==> src/rtl/dram_amux_pkg.sv <==
package dram_amux_pkg;

    localparam int ADDR_W    = 32;
    localparam int MUX_W     = 16;
    localparam int CODE_W    = 3;
    localparam int MIN_SHIFT = 8;
    localparam int MAX_CODE  = 5;
    localparam int SHIFT_W   = $clog2(MIN_SHIFT + MAX_CODE + 1);

    typedef enum logic [1:0] {
        UC_LOWER = 2'b00,
        UC_RSVD  = 2'b01,
        UC_UPPER = 2'b10,
        UC_MAR   = 2'b11
    } ucode_mux_e;

    typedef enum logic [1:0] {
        SRC_LOWER,
        SRC_UPPER,
        SRC_MAR
    } pin_src_e;

    typedef struct packed {
        logic [SHIFT_W-1:0] shift;
        logic               bad_code;
    } row_cfg_t;

    function automatic row_cfg_t decode_shift(input logic [CODE_W-1:0] code);
        row_cfg_t c;
        if (int'(code) > MAX_CODE) begin
            c.shift    = SHIFT_W'(MIN_SHIFT);
            c.bad_code = 1'b1;
        end else begin
            c.shift    = SHIFT_W'(MIN_SHIFT + int'(code));
            c.bad_code = 1'b0;
        end
        return c;
    endfunction

    // number of top multiplexed pins that carry no row bit
    function automatic logic [1:0] reserved_count(input logic [SHIFT_W-1:0] shift);
        if (shift == SHIFT_W'(MIN_SHIFT)) return 2'd2;
        else if (shift[0])                return 2'd1;
        else                              return 2'd0;
    endfunction

endpackage

==> src/rtl/dram_amux_seq.sv <==
module dram_amux_seq
    import dram_amux_pkg::*;
(
    input  logic       clk,
    input  logic       rst,
    input  logic       access_start,
    input  logic       access_done,
    input  logic       start_upper,
    input  logic [1:0] ucode_mux,
    output pin_src_e   src,
    output logic       active
);

    ucode_mux_e uc;
    assign uc = ucode_mux_e'(ucode_mux);

    always_ff @(posedge clk) begin
        if (rst)               active <= 1'b0;
        else if (access_start) active <= 1'b1;
        else if (access_done)  active <= 1'b0;
    end

    always_comb begin
        if (access_start) begin
            src = start_upper ? SRC_UPPER : SRC_LOWER;
        end else if (active) begin
            unique case (uc)
                UC_UPPER: src = SRC_UPPER;
                UC_MAR:   src = SRC_MAR;
                default:  src = SRC_LOWER;
            endcase
        end else begin
            src = SRC_LOWER;
        end
    end

endmodule

==> src/rtl/dram_amux_row.sv <==
module dram_amux_row
    import dram_amux_pkg::*;
#(
    parameter int AW = ADDR_W,
    parameter int MW = MUX_W
) (
    input  logic [AW-1:0]      addr,
    input  logic [SHIFT_W-1:0] shift,
    output logic [MW-1:0]      row
);

    logic [AW-1:0] shifted;
    logic [1:0]    n_rsv;

    always_comb begin
        shifted = addr >> shift;
        n_rsv   = reserved_count(shift);
    end

    for (genvar j = 0; j < MW; j++) begin : g_pin
        localparam int DEPTH = MW - 1 - j;
        assign row[j] = (DEPTH < int'(n_rsv)) ? 1'b0 : shifted[j];
    end

endmodule

==> src/rtl/dram_amux.sv <==
module dram_amux
    import dram_amux_pkg::*;
#(
    parameter int AW = ADDR_W,
    parameter int MW = MUX_W,
    parameter int CW = CODE_W
) (
    input  logic          clk,
    input  logic          rst,
    input  logic [AW-1:0] access_addr,
    input  logic [AW-1:0] mar_value,
    input  logic [CW-1:0] row_shift_code,
    input  logic          start_upper,
    input  logic [1:0]    ucode_mux,
    input  logic          access_start,
    input  logic          access_done,
    output logic [AW-1:0] pin_addr,
    output logic          config_error
);

    pin_src_e      src;
    logic          active;
    row_cfg_t      cfg;
    logic [MW-1:0] row_bits;
    logic [MW-1:0] low_next;

    assign cfg = decode_shift(row_shift_code);

    dram_amux_seq u_seq (
        .clk          (clk),
        .rst          (rst),
        .access_start (access_start),
        .access_done  (access_done),
        .start_upper  (start_upper),
        .ucode_mux    (ucode_mux),
        .src          (src),
        .active       (active)
    );

    dram_amux_row #(.AW(AW), .MW(MW)) u_row (
        .addr  (access_addr),
        .shift (cfg.shift),
        .row   (row_bits)
    );

    always_comb begin
        unique case (src)
            SRC_UPPER: low_next = row_bits;
            SRC_MAR:   low_next = mar_value[MW-1:0];
            default:   low_next = access_addr[MW-1:0];
        endcase
    end

    always_ff @(posedge clk) begin
        if (rst) begin
            pin_addr     <= '0;
            config_error <= 1'b0;
        end else begin
            pin_addr     <= {access_addr[AW-1:MW], low_next};
            config_error <= cfg.bad_code;
        end
    end


    reset_clear_chk: assert property (@(posedge clk)
        rst |=> (pin_addr == '0 && !config_error));


    upper_pass_chk: assert property (@(posedge clk) disable iff (rst)
        1'b1 |=> pin_addr[AW-1:MW] == $past(access_addr[AW-1:MW]));


    start_lower_chk: assert property (@(posedge clk) disable iff (rst)
        (access_start && !start_upper) |=> pin_addr[MW-1:0] == $past(access_addr[MW-1:0]));


    mar_path_chk: assert property (@(posedge clk) disable iff (rst)
        (!access_start && active && ucode_mux == 2'b11) |=> pin_addr[MW-1:0] == $past(mar_value[MW-1:0]));


    rsv_zero_chk: assert property (@(posedge clk) disable iff (rst)
        (access_start && start_upper && row_shift_code == 3'b000) |=> pin_addr[MW-1:MW-2] == 2'b00);


    bad_code_chk: assert property (@(posedge clk) disable iff (rst)
        (row_shift_code > 3'd5) |=> config_error);


    idle_lower_chk: assert property (@(posedge clk) disable iff (rst)
        (!access_start && !active) |=> pin_addr[MW-1:0] == $past(access_addr[MW-1:0]));

endmodule

==> config.mk <==
export PLATFORM = sky130hd
export DESIGN_NAME = dram_amux
export DESIGN_NICKNAME = d
export VERILOG_FILES = /design/src/rtl/dram_amux_pkg.sv /design/src/rtl/dram_amux_seq.sv /design/src/rtl/dram_amux_row.sv /design/src/rtl/dram_amux.sv
export SDC_FILE = /design/constraint.sdc
export NUM_CORES = 1
export LEC_CHECK = 0
export ABC_AREA = 1
export BUFFER_PORTS_ARGS = -buffer_cell sky130_fd_sc_hd__buf_4
export CORE_ASPECT_RATIO = 1.1
export CORE_MARGIN = 4
export CORE_UTILIZATION = 35
export CTS_CLUSTER_DIAMETER = 120
export DETAILED_ROUTE_END_ITERATION = 10
export PLACE_DENSITY = 0.68
export SYNTH_ARGS = -nofsm -noshare
export SYNTH_HDL_FRONTEND = slang
export SYNTH_HIERARCHICAL = 1
export SYNTH_SLANG_ARGS = --single-unit
==> constraint.sdc <==
create_clock -name clk -period 2 [get_ports clk]
set_input_delay 0.2 -clock clk [delete_from_list [all_inputs] [get_ports clk]]
set_output_delay 0.2 -clock clk [all_outputs]
set_load 0.01 [all_outputs]
==> reports/metrics.yaml, run 1 <==
pwr:
  sequentialPowerShare: 0.365
  power_density_nw_per_um2: 579
  leakagePower_nw: 1.98
  p_int_w: 0.00138
  worst_ir_drop_vdd_mv: 0.283
  switching_share: 0.318
  clkPwrFrac: 0.311
  power.switching_w: 0.000640
  p_comb_frac: 0.324
critical_path:
  critPathBufInv: 3
  worst_setup_path_end_kind: "register"
  cp.depth: 10
  max_stage_delay_ns: 0.36
  path_cells: "inv_1 > nor2_1 > nand2_1 > nand2_1 > inv_1 > ha_1 > inv_2 > nand2_1 > nor2_1 > nor2_1"
  cp_max_fo: 32
  critical_path_class: "reg -> reg"
  start_kind: "register"
  arrival_ns: 1.89
  r2r_cells: 10
  cp.required_ns: 2.18
  critical-path-top-delay-family: "simple AND/OR/NAND/NOR gates"
  crit_path_top_delay_cell: "dfxtp_1"
detailed_routing:
  drtPass1Iterations: 4
  wire_per_inst_um: 11.5
  drt-initial-drc-count: 239
  dr_total_vias: 3067
  drc: 0
  vias_per_cell: 4.63
  wirelength_um: 7650
  ant_nets: 0
hold_path:
  hold_depth: 3
  hold_path.class: "in -> reg"
timing:
  setup_viol: 0
  tns_ns: 0
  min_period_ns: 1.71
  period_share: 0.856
  relSlewSlack: 0.631
  clock.fmax_mhz: 584
  finClkSkew_ns: 0.00314
  worst_pin_slew_ns: 0.554
  final_hold_viol_count: 0
  finalWorstSetupSlack_ns: 0.288
  rsz0062_at_grt: "no"
  drv_slew: 0
grt:
  grt_use_total: 0.171
  antenna_found_initial: 0
  grt_pass1_wl_um: 13000
  grt_overflow: 0
  grt_pass1_vias: 2866
  grt_max_degree: 33
yosys:
  synthCells: 479
  netlist_area_um2: 2700
  synth.avg_cell_area_um2: 5.64
  ys_seq_elements: 34
  yosysSeqAreaShare: 0.252
  synth_cell_type_count: 27
  synth.net_count: 555
  yosys_warnings: 6
place:
  gp_congestion: 0.911
  post-place-ws_ns: 0.187
  place.port_buffers: 90
  placedCellCount: 655
  dp_hpwl_um: 5990
clock_tree:
  cts.clk_slew.worst_paths_ns: 0.07
  cts.path.max_buffers: 2
  post_cts_resized: 0
  cts_tree: "built"
  cts_setup_buffers: 0
  cts_made_buffers: 5
  cts-root-buf: "clkbuf_8"
  postCtsHoldBufs: 0
  cts.sinks: 34
  htree_levels: 2
  clock_latency_ns: 0.28
cells_and_area:
  drive_gt1_frac: 0.220
  layout.nets: 633
  diodes: 0
  area_delta_synth_final_pct: 28.8
  layout.cells.non_filler: 663
floorplan:
  die_h_um: 100
  die_area_um2: 9190
  io_pins: 107
  core-area_um2: 7470
  start_util: 0.362
  rows: 33
  die_w_um: 91.8
outcome:
  status: "finished clean"
run:
  cap_violations: 0
==> worst reg2reg max path: cells and delay by family, from the launching register on <==
family	cells	cell delay [ns]
fa+ha+maj	1	0.29
buf+inv	3	0.46
flops	1	0.36
simple gates	6	0.50
==> synthesized netlist by cell type (all sizes together) <==
| cell type | instances | area share |
|---|---|---|
| clkbuf | 1 | 0.0014 |
| conb | 1 | 0.0014 |
| nor3 | 2 | 0.0037 |
| or2 | 2 | 0.0046 |
| a21boi | 1 | 0.0028 |
| a21oi | 6 | 0.017 |
| ha | 2 | 0.0093 |
| nand2 | 177 | 0.25 |
| o21ai | 23 | 0.043 |
| inv | 63 | 0.089 |
| o211ai | 6 | 0.026 |
| nor2 | 54 | 0.077 |
| buf | 25 | 0.075 |
| dfxtp | 34 | 0.25 |
| nand3 | 82 | 0.15 |
==> final timing paths <==
path | start | endpoint | slack [ns]
worst max-delay path | u_seq/active | pin_addr[15] | 0.29
worst min-delay path | access_addr[31] | pin_addr[31] | 0.12
worst max register to register | u_seq/active | pin_addr[15] | 0.29
worst min register to register | u_seq/active | u_seq/active | 0.49
==> power groups by stage <==
stage          Sequential, W  Combinational [W]  Clock (W)
4_1_cts             0.000737           0.000651   0.000655
5_1_grt             0.000741           0.000745   0.000678
6_report            0.000736           0.000654   0.000626
2_1_floorplan       0.000776           0.000391          0
3_5_place_dp        0.000752           0.000648          0
3_3_place_gp        0.000751           0.000642          0
==> registers in the layout (all words and copies together) (netlist names) <==
signal / count
config_error: 1
pin_addr: 32
u_seq/active: 1
==> placed cells by master (no fill, tap or decap), types with 2 or more instances in the layout <==
cell type and count:
inv_1 57, inv_2 5, clkbuf_1 2, o21ai_0 11
clkbuf_8 5, nand2_1 176, nor2_1 51, or2_1 2
buf_4 96, o21ai_1 12, o211ai_2 5, nand3_1 82
ha_1 2, a21oi_2 4, dfxtp_1 34, nor2_2 3
a21oi_1 2, nor3_1 2
==> metrics by stage <==
| step | area [µm²] | hold slack [ns] | util | total power (W) |
|---|---|---|---|---|
| finish | 3480 | 0.121 | 0.466 | 0.00202 |
| floorplan | 2700 | 0.262 | - | 0.00117 |
| global placement | 3370 | 0.402 | 0.452 | 0.00139 |
| global route | 3480 | 0.124 | 0.466 | 0.00216 |
| detailed placement | 3370 | 0.413 | 0.452 | 0.00140 |
| CTS | 3480 | 0.114 | 0.466 | 0.00204 |
==> area by class of cell <==
cell class                 count  area, µm²
tap                          105        131
clock buffer                   7       76.3
clock inverter                 1       30.0
inverter                      63        241
sequential                    34        681
multi-input combinational    356       1580
fill                         828       3990
timing repair buffer          97        741
==> per-layer routing <==
| layer | GRT usage | wire [µm] | up-vias |
|---|---|---|---|
| met2 | 0.277 | 3460 | 101 |
| met1 | 0.226 | 3530 | 1323 |
| met5 | 0 | 0 | - |
| li1 | - | - | 1632 |
| met4 | 0.0594 | 119 | 0 |
| met3 | 0.0367 | 546 | 11 |
==> kinds of logic (layout without fill, tap and decap cells) <==
family | count (synthesis) | in the layout | share of synthesized area
DFF | 34 | 34 | 0.252
and+or+nand+nor | 317 | 317 | 0.484
other | 1 | 1 | 0.00139
buffers and inverters | 89 | 168 | 0.166
adders and majority gates | 2 | 2 | 0.00926
AOI/OAI and AO/OA | 36 | 36 | 0.0880
(Power assumes the default switching activity.)
==> run 2, diff against run 1 <==
--- a/config.mk
+++ b/config.mk
@@ -9,10 +9,10 @@
 export BUFFER_PORTS_ARGS = -buffer_cell sky130_fd_sc_hd__buf_4
 export CORE_ASPECT_RATIO = 1.1
 export CORE_MARGIN = 4
-export CORE_UTILIZATION = 35
+export CORE_UTILIZATION = 40
 export CTS_CLUSTER_DIAMETER = 120
 export DETAILED_ROUTE_END_ITERATION = 10
-export PLACE_DENSITY = 0.68
+export PLACE_DENSITY = 0.75
 export SYNTH_ARGS = -nofsm -noshare
 export SYNTH_HDL_FRONTEND = slang
 export SYNTH_HIERARCHICAL = 1
==> reports/metrics.yaml, run 2 (synthesis results as in run 1) <==
cells_and_area:
  largest_register_ff_count: 32  # unchanged
  final_util: 0.518  # +0.0519
  diodes: 0  # unchanged
  largest_registers: "pin_addr: 32 flops, config_error: 1 flops, u_seq/active: 1 flops"
  final_cell_mix: "176 x nand2_1, 94 x buf_4, 82 x nand3_1"
  top_register: "pin_addr"
  layout_commonest_cell: "nand2_1"
  drive_gt1_frac: 0.218  # -0.00202
  layout.nets: 631  # -0.32%
  area_delta_synth_final_pct: 26.3
pwr:
  power_density_nw_per_um2: 556  # -4.0%
  power.switching_w: 0.000632  # -1.3%
  p_comb_frac: 0.342  # +0.018
  leakagePower_nw: 1.96  # -0.96%
  p_total_w: 0.00190  # -5.9%
  clkPwrFrac: 0.270  # -0.041
  p_int_w: 0.00126  # -8.0%
  sequentialPowerShare: 0.388  # +0.023
  switching_share: 0.333  # +0.0155
  worst_ir_drop_vdd_mv: 0.242  # -15%
floorplan:
  core-area_um2: 6590  # -12%
  io_pins: 107  # unchanged
  start_util: 0.410  # +0.0482
  die_w_um: 86.4  # -5.9%
  die_h_um: 94.2  # -5.9%
  rows: 31  # -6.1%
  die_area_um2: 8140  # -11%
timing:
  relSlewSlack: 0.612  # -0.0194
  drv_slew: 0  # unchanged
  setup_viol: 0  # unchanged
  final_hold_viol_count: 0  # unchanged
  rsz0062_at_grt: "no"
  tns_ns: 0  # unchanged
  min_period_ns: 1.68  # -0.0295 ns
  finalWorstSetupSlack_ns: 0.317  # +0.0295 ns
  period_share: 0.841  # -0.0147
  worst_pin_slew_ns: 0.583  # +0.0291 ns
  clock.fmax_mhz: 594  # +1.8%
  finClkSkew_ns: 0.00451  # +0.00137 ns
critical_path:
  arrival_ns: 1.87  # -0.02 ns
  worst_setup_path_end_kind: "register"
  cp.required_ns: 2.19  # about the same
  r2r_cells: 10  # unchanged
  cp_max_fo: 32  # unchanged
  critical_path_class: "reg -> reg"
  start_kind: "register"
clock_tree:
  htree_levels: 2  # unchanged
  postCtsHoldBufs: 0  # unchanged
  cts_tree: "built"
  cts_made_buffers: 5  # unchanged
  cts_setup_buffers: 0  # unchanged
  cts.clk_slew.worst_paths_ns: 0.07  # about the same
  post_cts_resized: 0  # unchanged
  cts-root-buf: "clkbuf_8"
  clock_latency_ns: 0.29  # about the same
  cts.sinks: 34  # unchanged
  cts.path.max_buffers: 2  # unchanged
place:
  post-place-ws_ns: 0.175  # -0.0121 ns
  dp_hpwl_um: 5870  # -2.1%
  place.port_buffers: 90  # unchanged
  gp_congestion: 0.885  # -2.9%
grt:
  grt_use_total: 0.188  # +0.0168
  grt_pass1_wl_um: 12500  # -4.4%
  antenna_found_initial: 0  # unchanged
  grt_max_degree: 40  # +21%
  grt_overflow: 0  # unchanged
  grt_pass1_vias: 2784  # -2.9%
detailed_routing:
  drt-initial-drc-count: 322  # +35%
  wirelength_um: 7520  # -1.7%
  wire_per_inst_um: 11.8  # +2.4%
  drc: 0  # unchanged
  ant_nets: 0  # unchanged
  vias_per_cell: 4.79  # +3.6%
  dr_total_vias: 3047  # -0.65%
  drtPass1Iterations: 4  # unchanged
hold_path:
  hold_depth: 3  # unchanged
  hold_path.class: "in -> reg"
run:
  cap_violations: 0  # unchanged
outcome:
  status: "finished clean"
## run 2: changes by cell type in the layout (fill, tap and decap cells not counted)
cell and change:
buf_4 -2, clkbuf_1 -2, bufinv_16 -1, clkbuf_8 +1
## run 2: critical path: stages (launching register included)
cell and delay [ns]:
dfxtp_1 0.36, inv_1 0.05, nor2_1 0.08, nand2_1 0.06, nand2_1 0.08, inv_1 0.05, ha_1 0.29, inv_2 0.36
nand2_1 0.10, nor2_1 0.10, nor2_1 0.05
## run 2: power groups by stage
| stage | Sequential [W] | Clock (W) | Combinational (W) |
|---|---|---|---|
| 6_report | 0.000737 | 0.000512 | 0.000648 |
| 2_1_floorplan | 0.000776 | 0 | 0.000391 |
| 3_3_place_gp | 0.000751 | 0 | 0.000637 |
| 5_1_grt | 0.000741 | 0.000562 | 0.000734 |
| 4_1_cts | 0.000737 | 0.000536 | 0.000646 |
| 3_5_place_dp | 0.000753 | 0 | 0.000644 |
## run 2: path summary, 6_finish.rpt
path | from | slack (ns) | to
min | access_addr[30] | 0.12 | pin_addr[30]
max | u_seq/active | 0.32 | pin_addr[7]
max reg2reg | u_seq/active | 0.32 | pin_addr[7]
min reg2reg | u_seq/active | 0.49 | u_seq/active
## run 2: through the flow
| stage | hold WS (ns) | cells | instance area [µm²] |
|---|---|---|---|
| 3_5_place_dp | 0.414 | 630 | 3330 |
| 6_report | 0.119 | 636 | 3410 |
| 4_1_cts | 0.110 | 636 | 3410 |
| 3_3_place_gp | 0.402 | 630 | 3330 |
| 5_1_grt | 0.123 | 636 | 3410 |
| 2_1_floorplan | 0.262 | 479 | 2700 |
## run 2: metal layers
| layer | up-vias | global-route usage | part of all wire |
|---|---|---|---|
| met5 | - | 0 | 0 |
| met4 | 0 | 0.0610 | 0.013 |
| met3 | 8 | 0.0333 | 0.071 |
| met2 | 97 | 0.311 | 0.46 |
| met1 | 1313 | 0.244 | 0.46 |
| li1 | 1629 | - | - |
## run 2: cell type report
| class | instances | area (µm²) |
|---|---|---|
| clock buffers | 6 | 82.6 |
| multi-input cells | 356 | 1580 |
| well taps | 82 | 103 |
| flip-flops and latches | 34 | 681 |
| inverters | 63 | 241 |
| repair buffers | 95 | 726 |
| fillers | 722 | 3180 |
